==> src/rtl/pwr_sleep_pkg.sv <==
package pwr_sleep_pkg;
  localparam int unsigned STATE_W = 2;

  typedef enum logic [STATE_W-1:0] {
    PWR_ACTIVE = 2'd0,
    PWR_SLEEP  = 2'd1,
    PWR_DEEP   = 2'd2
  } pwr_state_e;
endpackage

==> src/rtl/pwr_evt_latch.sv <==
module pwr_evt_latch (
  input  logic clk_i,
  input  logic rst_ni,
  input  logic set_i,
  input  logic clr_i,
  output logic q_o
);
  always_ff @(posedge clk_i or negedge rst_ni) begin
    if (!rst_ni)    q_o <= 1'b0;
    else if (clr_i) q_o <= 1'b0;
    else if (set_i) q_o <= 1'b1;
  end
endmodule

==> src/rtl/pwr_wake_detect.sv <==
module pwr_wake_detect
  import pwr_sleep_pkg::*;
(
  input  pwr_state_e state_i,
  input  logic       wfe_mode_i,
  input  logic       irq_pending_i,
  input  logic       debug_req_i,
  input  logic       event_i,
  output logic       wake_o,
  output logic       evt_wake_o
);
  // deep sleep: always-on logic sees only retained pending and debug
  always_comb begin
    evt_wake_o = (state_i == PWR_SLEEP) && wfe_mode_i && event_i;
    unique case (state_i)
      PWR_SLEEP: wake_o = irq_pending_i || debug_req_i || evt_wake_o;
      PWR_DEEP:  wake_o = irq_pending_i || debug_req_i;
      default:   wake_o = 1'b0;
    endcase
  end
endmodule

==> src/rtl/pwr_state_fsm.sv <==
module pwr_state_fsm
  import pwr_sleep_pkg::*;
(
  input  logic       clk_i,
  input  logic       rst_ni,
  input  logic       enter_i,
  input  logic       enter_wfe_i,
  input  logic       deep_sleep_i,
  input  logic       wake_i,
  output pwr_state_e state_o,
  output logic       wfe_mode_o,
  output logic       wake_pulse_o
);
  pwr_state_e state_q, state_d;

  always_comb begin
    state_d = state_q;
    if (state_q == PWR_ACTIVE) begin
      if (enter_i) state_d = deep_sleep_i ? PWR_DEEP : PWR_SLEEP;
    end else if (wake_i) begin
      state_d = PWR_ACTIVE;
    end
  end

  always_ff @(posedge clk_i or negedge rst_ni) begin
    if (!rst_ni) begin
      state_q      <= PWR_ACTIVE;
      wfe_mode_o   <= 1'b0;
      wake_pulse_o <= 1'b0;
    end else begin
      state_q      <= state_d;
      wake_pulse_o <= (state_q != PWR_ACTIVE) && wake_i;
      if (state_q == PWR_ACTIVE && enter_i) wfe_mode_o <= enter_wfe_i;
    end
  end

  assign state_o = state_q;
endmodule

==> src/rtl/pwr_sleep_ctrl.sv <==
module pwr_sleep_ctrl
  import pwr_sleep_pkg::*;
(
  input  logic               clk_i,
  input  logic               rst_ni,
  input  logic               wfi_i,
  input  logic               wfe_i,
  input  logic               irq_pending_i,
  input  logic               event_i,
  input  logic               debug_req_i,
  input  logic               thread_return_i,
  input  logic               sleep_on_exit_i,
  input  logic               deep_sleep_i,
  output logic [STATE_W-1:0] state_o,
  output logic               clk_en_o,
  output logic               pwr_down_o,
  output logic               wake_o
);
  pwr_state_e state;
  logic wfe_mode, wake_det, evt_wake, evt_q;
  logic is_active, wfe_only, evt_avail, enter_req;

  assign is_active = (state == PWR_ACTIVE);
  assign wfe_only  = wfe_i && !wfi_i;
  assign evt_avail = evt_q || event_i;
  assign enter_req = !irq_pending_i &&
                     (wfi_i || (wfe_only && !evt_avail) ||
                      (thread_return_i && sleep_on_exit_i));

  pwr_evt_latch u_evt (
    .clk_i  (clk_i),
    .rst_ni (rst_ni),
    .set_i  (event_i && !evt_wake),
    .clr_i  (is_active && wfe_only),
    .q_o    (evt_q)
  );

  pwr_wake_detect u_wake (
    .state_i       (state),
    .wfe_mode_i    (wfe_mode),
    .irq_pending_i (irq_pending_i),
    .debug_req_i   (debug_req_i),
    .event_i       (event_i),
    .wake_o        (wake_det),
    .evt_wake_o    (evt_wake)
  );

  pwr_state_fsm u_fsm (
    .clk_i        (clk_i),
    .rst_ni       (rst_ni),
    .enter_i      (enter_req),
    .enter_wfe_i  (wfe_only),
    .deep_sleep_i (deep_sleep_i),
    .wake_i       (wake_det),
    .state_o      (state),
    .wfe_mode_o   (wfe_mode),
    .wake_pulse_o (wake_o)
  );

  assign state_o    = state;
  assign clk_en_o   = is_active;
  assign pwr_down_o = (state == PWR_DEEP);
endmodule

==> config.mk <==
export PLATFORM = sky130hd
export DESIGN_NAME = pwr_sleep_ctrl
export DESIGN_NICKNAME = d
export VERILOG_FILES = /design/src/rtl/pwr_sleep_pkg.sv /design/src/rtl/pwr_evt_latch.sv /design/src/rtl/pwr_wake_detect.sv /design/src/rtl/pwr_state_fsm.sv /design/src/rtl/pwr_sleep_ctrl.sv
export SDC_FILE = /design/constraint.sdc
export NUM_CORES = 1
export LEC_CHECK = 0
export CORE_AREA = 3 3 40 42
export DETAILED_ROUTE_END_ITERATION = 7
export DIE_AREA = 0 0 43 45
export PLACE_DENSITY_LB_ADDON = 0.3
export SETUP_SLACK_MARGIN = 0.15
export SLEW_MARGIN = 25
export SYNTH_ARGS = -nofsm -noshare
export SYNTH_HDL_FRONTEND = slang
export SYNTH_SLANG_ARGS = --single-unit
==> constraint.sdc <==
create_clock -name clk_i -period 1.5 [get_ports clk_i]
set_input_delay 0.3 -clock clk_i [delete_from_list [all_inputs] [get_ports clk_i]]
set_output_delay 0.3 -clock clk_i [all_outputs]
set_load 0.02 [all_outputs]
==> out/results.txt, run 1 <==
Worst setup margin -> 0.0426 ns
Cells after DPL -> 68
Arrival time worst endpoint -> 1.59 ns
FF-to-FF Start -> u_fsm.state_o[1]
Syn-to-layout area delta -> 109%
Crit path cell chain -> inv_2, ha_4, buf_6, and2b_1, o21a_2, buf_6, o31ai_1
Filler Cell Count -> 111
Cts bufs inserted -> 3
Worst path max stage delay -> 0.39 ns
Post-synth net total -> 42
DR WL/cell -> 11.1 microns
Pwr Density -> 1770 nW/um^2
Clock Sinks -> 5
Slowest-stage cell, CP -> dfrtp_2
Drt first pass iters -> 4
Routability cong. -> 0.714
Crit path max fanout -> 2
CTS Root Cell -> clkbuf_4
N_diodes -> 0
IO Port Bufs -> 14
Final antenna-violating net count -> 0
Cell mode on critical path -> buf_6
IO Pins -> 15
Slew Viols, Final -> 0
Max-cap violations -> 0
Final Skew -> 0.00602 ns
Outcome -> finished, final reports clean
Post-synthesis sequential area ratio -> 0.386
Cell area after layout -> 677 sq um
DP Area -> 604 sq um
Reg2reg setup slack -> 0.04 ns
Die area -> 1940 sq um
Startpoint Class -> flop
Levels on crit path -> 7
Cell area after synthesis -> 324 sq um
DIE WIDTH -> 43 microns
Largest net degree at the start of global routing -> 6
Crit path max-delay family -> flip-flops
Chip height -> 45 microns
Slew HR -> 0.772
TritonCTS clock tree -> built
Clk_lat worst skew -> 0.24 ns
Starting Density -> 0.252
Fin. Hold Viols -> 0
Hold WC Path Type -> input port to asynchronous set/reset pin
Top cells by area, synth -> dfrtp_1 (39%), ha_1 (12%), a2111oi_4 (8.5%), inv_1 (5.8%), o211ai_1 (4.6%)
First-pass GRT wire length -> 1560 microns
Layout Nets -> 74
WL final -> 832 microns
Fin crit period -> 1.46 ns
Max Clk Rate -> 686 MHz
Final period util -> 0.972
Crit Path Class -> flop to flop
Syn_area_per_cell -> 11.2 sq um
H-tree depth -> 1
P_leak -> 0.294 nW
Place WS -> -0.119 ns
CTS Buffer Depth -> 2
Vias -> 324
Yosys reg bits -> 5
Row count -> 13
Worst setup EP type -> flop
Routed vias/inst -> 4.32
Initial antenna violation count -> 0
Unique masters post-synth -> 16
Synth Instances -> 29
Maximum VDD drop -> 894 uV
R2r endpoint -> u_fsm.state_o[0]
Vias in the first global route -> 351
DR iter-0 viols -> 6
Grt total ovfl -> 0
Drt drc -> 0
R2R depth -> 7
Hpwl dp -> 640 microns
Worst-Margin Slew -> 0.342 ns
GRT Overall Usage -> 0.108
Clock-pin slew on the worst setup and hold paths -> 0.05 ns
Leading area contributor after synthesis -> dfrtp_1
Number of synthesis warnings -> 0
Req. time, crit path -> 1.63 ns
Layout cells sized above 1 -> 0.583
Final Setup Violations -> 0
WHS -> 0.279 ns
Worst path buffer plus inverter count -> 3
RSZ-0062 raised after global routing -> true
Post-Layout Cell Count -> 75
CORE AREA -> 1280 sq um
Top cell type's share of synthesized area -> 0.386
==> layout make-up <==
cell class | count | area (sq um) | share of cell area
repair buffers | 27 | 253 | 0.373
flip-flops and latches | 5 | 128 | 0.189
well taps | 15 | 18.8 | 0.0277
inverters | 5 | 21.3 | 0.0314
multi-input cells | 19 | 230 | 0.340
clock buffers | 4 | 26.3 | 0.0388
==> cells in the mapped netlist <==
| cell | instances |
|---|---|
| dfrtp_1 | 5 |
| inv_1 | 5 |
| ha_1 | 3 |
| a21oi_1 | 2 |
| o211ai_1 | 2 |
| o31ai_1 | 2 |
| a2111oi_4 | 1 |
| a211oi_2 | 1 |
| a21o_1 | 1 |
| and2b_1 | 1 |
| mux2_1 | 1 |
| nand2_1 | 1 |
| nor2b_1 | 1 |
| nor3b_2 | 1 |
| o21a_2 | 1 |
| o21ai_1 | 1 |
==> layer usage <==
layer  vias up  routed length (microns)  track usage
met5         -                        0            0
met4         0                        0       0.0542
met3         0                       33       0.0239
met2         9                      391        0.159
met1       147                      407        0.149
li1        168                        -            -
==> metrics by stage <==
stage | util | power, mW | TNS [ns]
after floorplan | - | 0.601 | 0
after global placement | 0.470 | 0.926 | -0.337
after detailed placement | 0.470 | 0.929 | -0.420
after CTS | 0.528 | 1.18 | 0
after global routing | 0.527 | 1.30 | 0
final | 0.527 | 1.20 | 0
==> how the worst max path moves through the flow <==
stage / from / end / slack [ns]
global route: u_fsm.state_o[0] / u_fsm.wfe_mode_o / 0.009
global placement: event_i / u_fsm.wfe_mode_o / -0.12
CTS: u_fsm.state_o[0] / clk_en_o / 0.06
finish: u_fsm.state_o[1] / u_fsm.state_o[0] / 0.04
detailed placement: event_i / u_fsm.wfe_mode_o / -0.12
floorplan: u_fsm.state_o[1] / u_fsm.wfe_mode_o / 0.02
==> worst register-to-register path, delay by kind of cell, from the launching register on <==
family                   cells  cell delay [ns]
AO/OA/AOI/OAI                2             0.35
flip-flops                   1             0.39
AND/OR/NAND/NOR              1             0.15
buffers and inverters        3             0.29
adder cells (fa/ha/maj)      1             0.16
==> state kept, by name (all words and copies together), names as in the netlist <==
signal / count
u_fsm.state_o: 2
u_fsm.wfe_mode_o: 1
u_fsm.wake_pulse_o: 1
u_evt.q_o: 1
==> cells in the final DEF, fill, tap and decap left out, types with 2 or more instances in the layout <==
master           netlist  routed
buf_2                  0       2
a21oi_1                2       2
buf_6                  0       5
ha_4                   0       3
inv_2                  0       2
buf_4                  0       9
dfrtp_1                5       3
clkbuf_4               0       3
dfrtp_2                0       2
clkdlybuf4s50_1        0       9
inv_1                  5       2
o211ai_1               2       2
==> kinds of logic (layout without fill, tap and decap cells) <==
family | Yosys count | after routing | synth area share
buffers and inverters | 5 | 36 | 0.0579
adder cells (fa/ha/maj) | 3 | 3 | 0.116
multiplexers | 1 | 1 | 0.0347
AND/OR/NAND/NOR | 4 | 4 | 0.0927
flip-flops | 5 | 5 | 0.386
AO/OA/AOI/OAI | 11 | 11 | 0.313
==> where the power goes <==
part / internal [mW] / total [mW] / switching (mW)
Combinational: 0.455 / 0.801 / 0.346
Clock: 0.101 / 0.156 / 0.0556
Sequential: 0.193 / 0.242 / 0.0489
==> what timing repair did <==
item                       CTS  global route
gates resized for setup     22             7
hold buffers                 0             0
setup buffers                2             1
setup endpoints to repair    9             8
pin swaps                    4             0
Power figures use the tool's default switching activity.
==> inputs of run 2 (changes only) <==
Settings changed: CTS_CLUSTER_DIAMETER from default to 30.
==> results of run 2 <==
Final layout, timing and power as in run 1 (identical DEF).
==> inputs of run 3 (changes only) <==
Settings changed: CORE_AREA 3 3 40 42 to 4 4 41 43, DIE_AREA 0 0 43 45 to 0 0 45 47, SYNTH_HIERARCHICAL from default to 1.
==> out/results.txt, run 3 <==
Outcome -> finished, violations left
Failing checks -> negative setup slack
Final period util -> 1.01 (+0.0353)
P_leak -> 0.275 nW (-6.2%)
Most common cell after layout, fill and taps aside -> buf_4
CTS Root Cell -> clkbuf_4
N_diodes -> 0 (unchanged)
Hold WC Path Type -> input port to asynchronous set/reset pin
Highest metal layer with signal wires -> met3
Clock Sinks -> 5 (unchanged)
Cts bufs inserted -> 3 (unchanged)
Syn_area_per_cell -> 10.0 sq um (-10%)
Crit path max-delay family -> simple AND/OR/NAND/NOR gates
Routability cong. -> 0.669 (-6.4%)
Setup crit start -> u_evt/q_o
Layout Nets -> 70 (-5.4%)
DR WL/cell -> 10.7 microns (-3.3%)
Slew HR -> 0.849 (+0.0770)
Leading area contributor after synthesis -> dfrtp_1
Clock-pin slew on the worst setup and hold paths -> 0.04 ns (about the same)
Vias -> 307 (-5.2%)
Asr flop ratio synth -> 1.00 (unchanged)
Final antenna-violating net count -> 0 (unchanged)
CTS Buffer Depth -> 2 (unchanged)
Post-synthesis sequential area ratio -> 0.417 (+0.0306)
Number of synthesis warnings -> 6 (+6)
Worst setup margin -> -0.0103 ns (-0.0529 ns)
First-pass GRT wire length -> 1240 microns (-21%)
DIE WIDTH -> 45 microns (+4.7%)
Final Setup Violations -> 1 (+1)
RSZ-0062 raised after global routing -> true
R2R depth -> 4 (-3)
Starting Density -> 0.231 (-0.0214)
IO Port Bufs -> 14 (unchanged)
Routed vias/inst -> 4.26 (-1.3%)
Seq pwr share -> 0.248 (+0.046)
Drt drc -> 0 (unchanged)
Worst path buffer plus inverter count -> 0 (-3)
Combinational share of power -> 0.590 (-0.078)
Fin crit period -> 1.51 ns (+0.0529 ns)
Pwr Total -> 0.946 mW (-21%)
Top cell type's share of synthesized area -> 0.417 (+0.0306)
Req. time, crit path -> 1.62 ns (about the same)
Grt total ovfl -> 0 (unchanged)
Crit Path Class -> flop to flop
Commonest cells post-synth -> dfrtp_1 (5), inv_1 (4), a21oi_1 (3), nor2_1 (3), nor2b_1 (3)
WL final -> 772 microns (-7.2%)
Crit path max fanout -> 2 (unchanged)
Max-cap violations -> 0 (unchanged)
GRT Overall Usage -> 0.0835 (-0.0244)
Worst path max stage delay -> 0.37 ns (-0.02 ns)
Synth Instances -> 30 (+3.4%)
Worst-Margin Slew -> 0.226 ns (-0.116 ns)
Sw power -> 0.376 mW (-17%)
Most instantiated library cell after synthesis -> dfrtp_1
Slowest-stage cell, CP -> dfrtp_1
DR iter-0 viols -> 3 (-3)
Fin. Hold Viols -> 0 (unchanged)
R2r endpoint -> u_fsm/wfe_mode_o
Startpoint Class -> flop
Arrival time worst endpoint -> 1.63 ns (+0.04 ns)
Layout cells sized above 1 -> 0.456 (-0.127)
Metal3 WL -> 87 microns (+160%)
Yosys reg bits -> 5 (unchanged)
Row count -> 13 (unchanged)
WL met2 -> 358 microns (-8.4%)
Syn-to-layout area delta -> 91.3%
CORE AREA -> 1300 sq um (+1.3%)
Largest net degree at the start of global routing -> 6 (unchanged)
Worst setup EP type -> flop
Number of synthesized flops with an enable pin -> 0 (unchanged)
Post-CTS Hold Fix Bufs -> 0 (unchanged)
Clk_lat worst skew -> 0.24 ns (about the same)
Pwr Density -> 1650 nW/um^2 (-7.0%)
Slew Viols, Final -> 0 (unchanged)
Setup TNS -> -0.0103 ns (-0.0103 ns)
WHS -> 0.279 ns (+0.000664 ns)
Die area -> 2120 sq um (+9.3%)
FF-to-FF Start -> u_evt/q_o
Vias in the first global route -> 329 (-6.3%)
Initial antenna violation count -> 0 (unchanged)
Final Skew -> 0.00459 ns (-0.00143 ns)
Maximum VDD drop -> 792 uV (-11%)
Max Clk Rate -> 662 MHz (-3.5%)
H-tree depth -> 1 (unchanged)
TritonCTS clock tree -> built
Cell area after synthesis -> 300 sq um (-7.3%)
Post-synth net total -> 42 (unchanged)
Reg2reg setup slack -> -0.01 ns (-0.05 ns)
Most frequent cells in the layout -> buf_4 (8), clkdlybuf4s50_1 (7), dfrtp_1 (4)
Unique masters post-synth -> 16 (unchanged)
Chip height -> 47 microns (+4.4%)
Internal -> 0.571 mW (-24%)
Place WS -> -0.411 ns (-0.292 ns)
Switching portion of total power -> 0.397 (+0.0212)
Finished Core Util -> 0.441 (-0.0854)
IO Pins -> 15 (unchanged)
Post-synth top flop -> dfrtp_1
Post-Route M1 WL -> 326 microns (-20%)
Top cells by area, synth -> dfrtp_1 (42%), ha_1 (8.3%), nor2b_1 (6.3%), a21oi_1 (5.0%), inv_1 (5.0%)
Crit path cell chain -> or3b_1, a21oi_2, nor3b_2, mux2_4
Clock share of power -> 0.162 (+0.032)
Drt first pass iters -> 2 (-2)
Max reg flops -> 2 (unchanged)
[run 3: per-stage QoR]
stage | cell area [sq um] | std cells
floorplan | 305 | 30
finish | 574 | 72
global placement | 509 | 65
global route | 574 | 72
CTS | 564 | 71
detailed placement | 509 | 65
[run 3: metal layers]
| metal | track usage | vias to the layer above |
|---|---|---|
| li1 | - | 157 |
| met1 | 0.0833 | 137 |
| met2 | 0.150 | 13 |
| met3 | 0.0498 | 0 |
| met4 | 0.0175 | 0 |
| met5 | 0 | - |
[run 3: cells by family after synthesis]
family | count (synthesis) | share of synthesized area
flip-flops | 5 | 0.417
multiplexers | 1 | 0.0500
AND/OR/NAND/NOR | 11 | 0.238
AO/OA/AOI/OAI | 7 | 0.163
buffers and inverters | 4 | 0.0500
adder cells (fa/ha/maj) | 2 | 0.0833
[run 3: worst max-delay path by stage]
stage / slack (ns) / depth (start not counted) / to
final: -0.01 / 4 / u_fsm/wfe_mode_o
after global routing: -0.08 / 4 / u_fsm/wfe_mode_o
after CTS: -0.02 / 4 / u_fsm/wfe_mode_o
after detailed placement: -0.41 / 5 / u_fsm/wfe_mode_o
after global placement: -0.41 / 5 / u_fsm/wfe_mode_o
after floorplan: 0.02 / 4 / u_fsm/wfe_mode_o
[run 3: worst register-to-register path: cells and delay by family, from the launching register on]
family	cells	cell delay [ns]
and+or+nand+nor	2	0.56
DFF	1	0.37
muxes	1	0.31
AOI/OAI and AO/OA	1	0.15
[run 3: cell type report]
class | count | area, sq um
clock buffers | 4 | 26.3
fillers | 142 | 727
inverters | 4 | 15.0
multi-input cells | 21 | 194
flip-flops and latches | 5 | 126
well taps | 15 | 18.8
repair buffers | 23 | 194
[run 3: power groups by stage]
stage / clock, mW / combinational (mW) / sequential (mW)
6_report: 0.153 / 0.559 / 0.234
3_3_place_gp: 0 / 0.553 / 0.237
2_1_floorplan: 0 / 0.209 / 0.302
5_1_grt: 0.175 / 0.618 / 0.244
4_1_cts: 0.164 / 0.552 / 0.236
3_5_place_dp: 0 / 0.558 / 0.236
[run 3: repair_timing]
item                                    4_1_cts  5_1_grt
buffers inserted                              2        1
endpoints found under the setup margin        8        5
pin swaps                                     3        3
gates resized for setup                      27        2
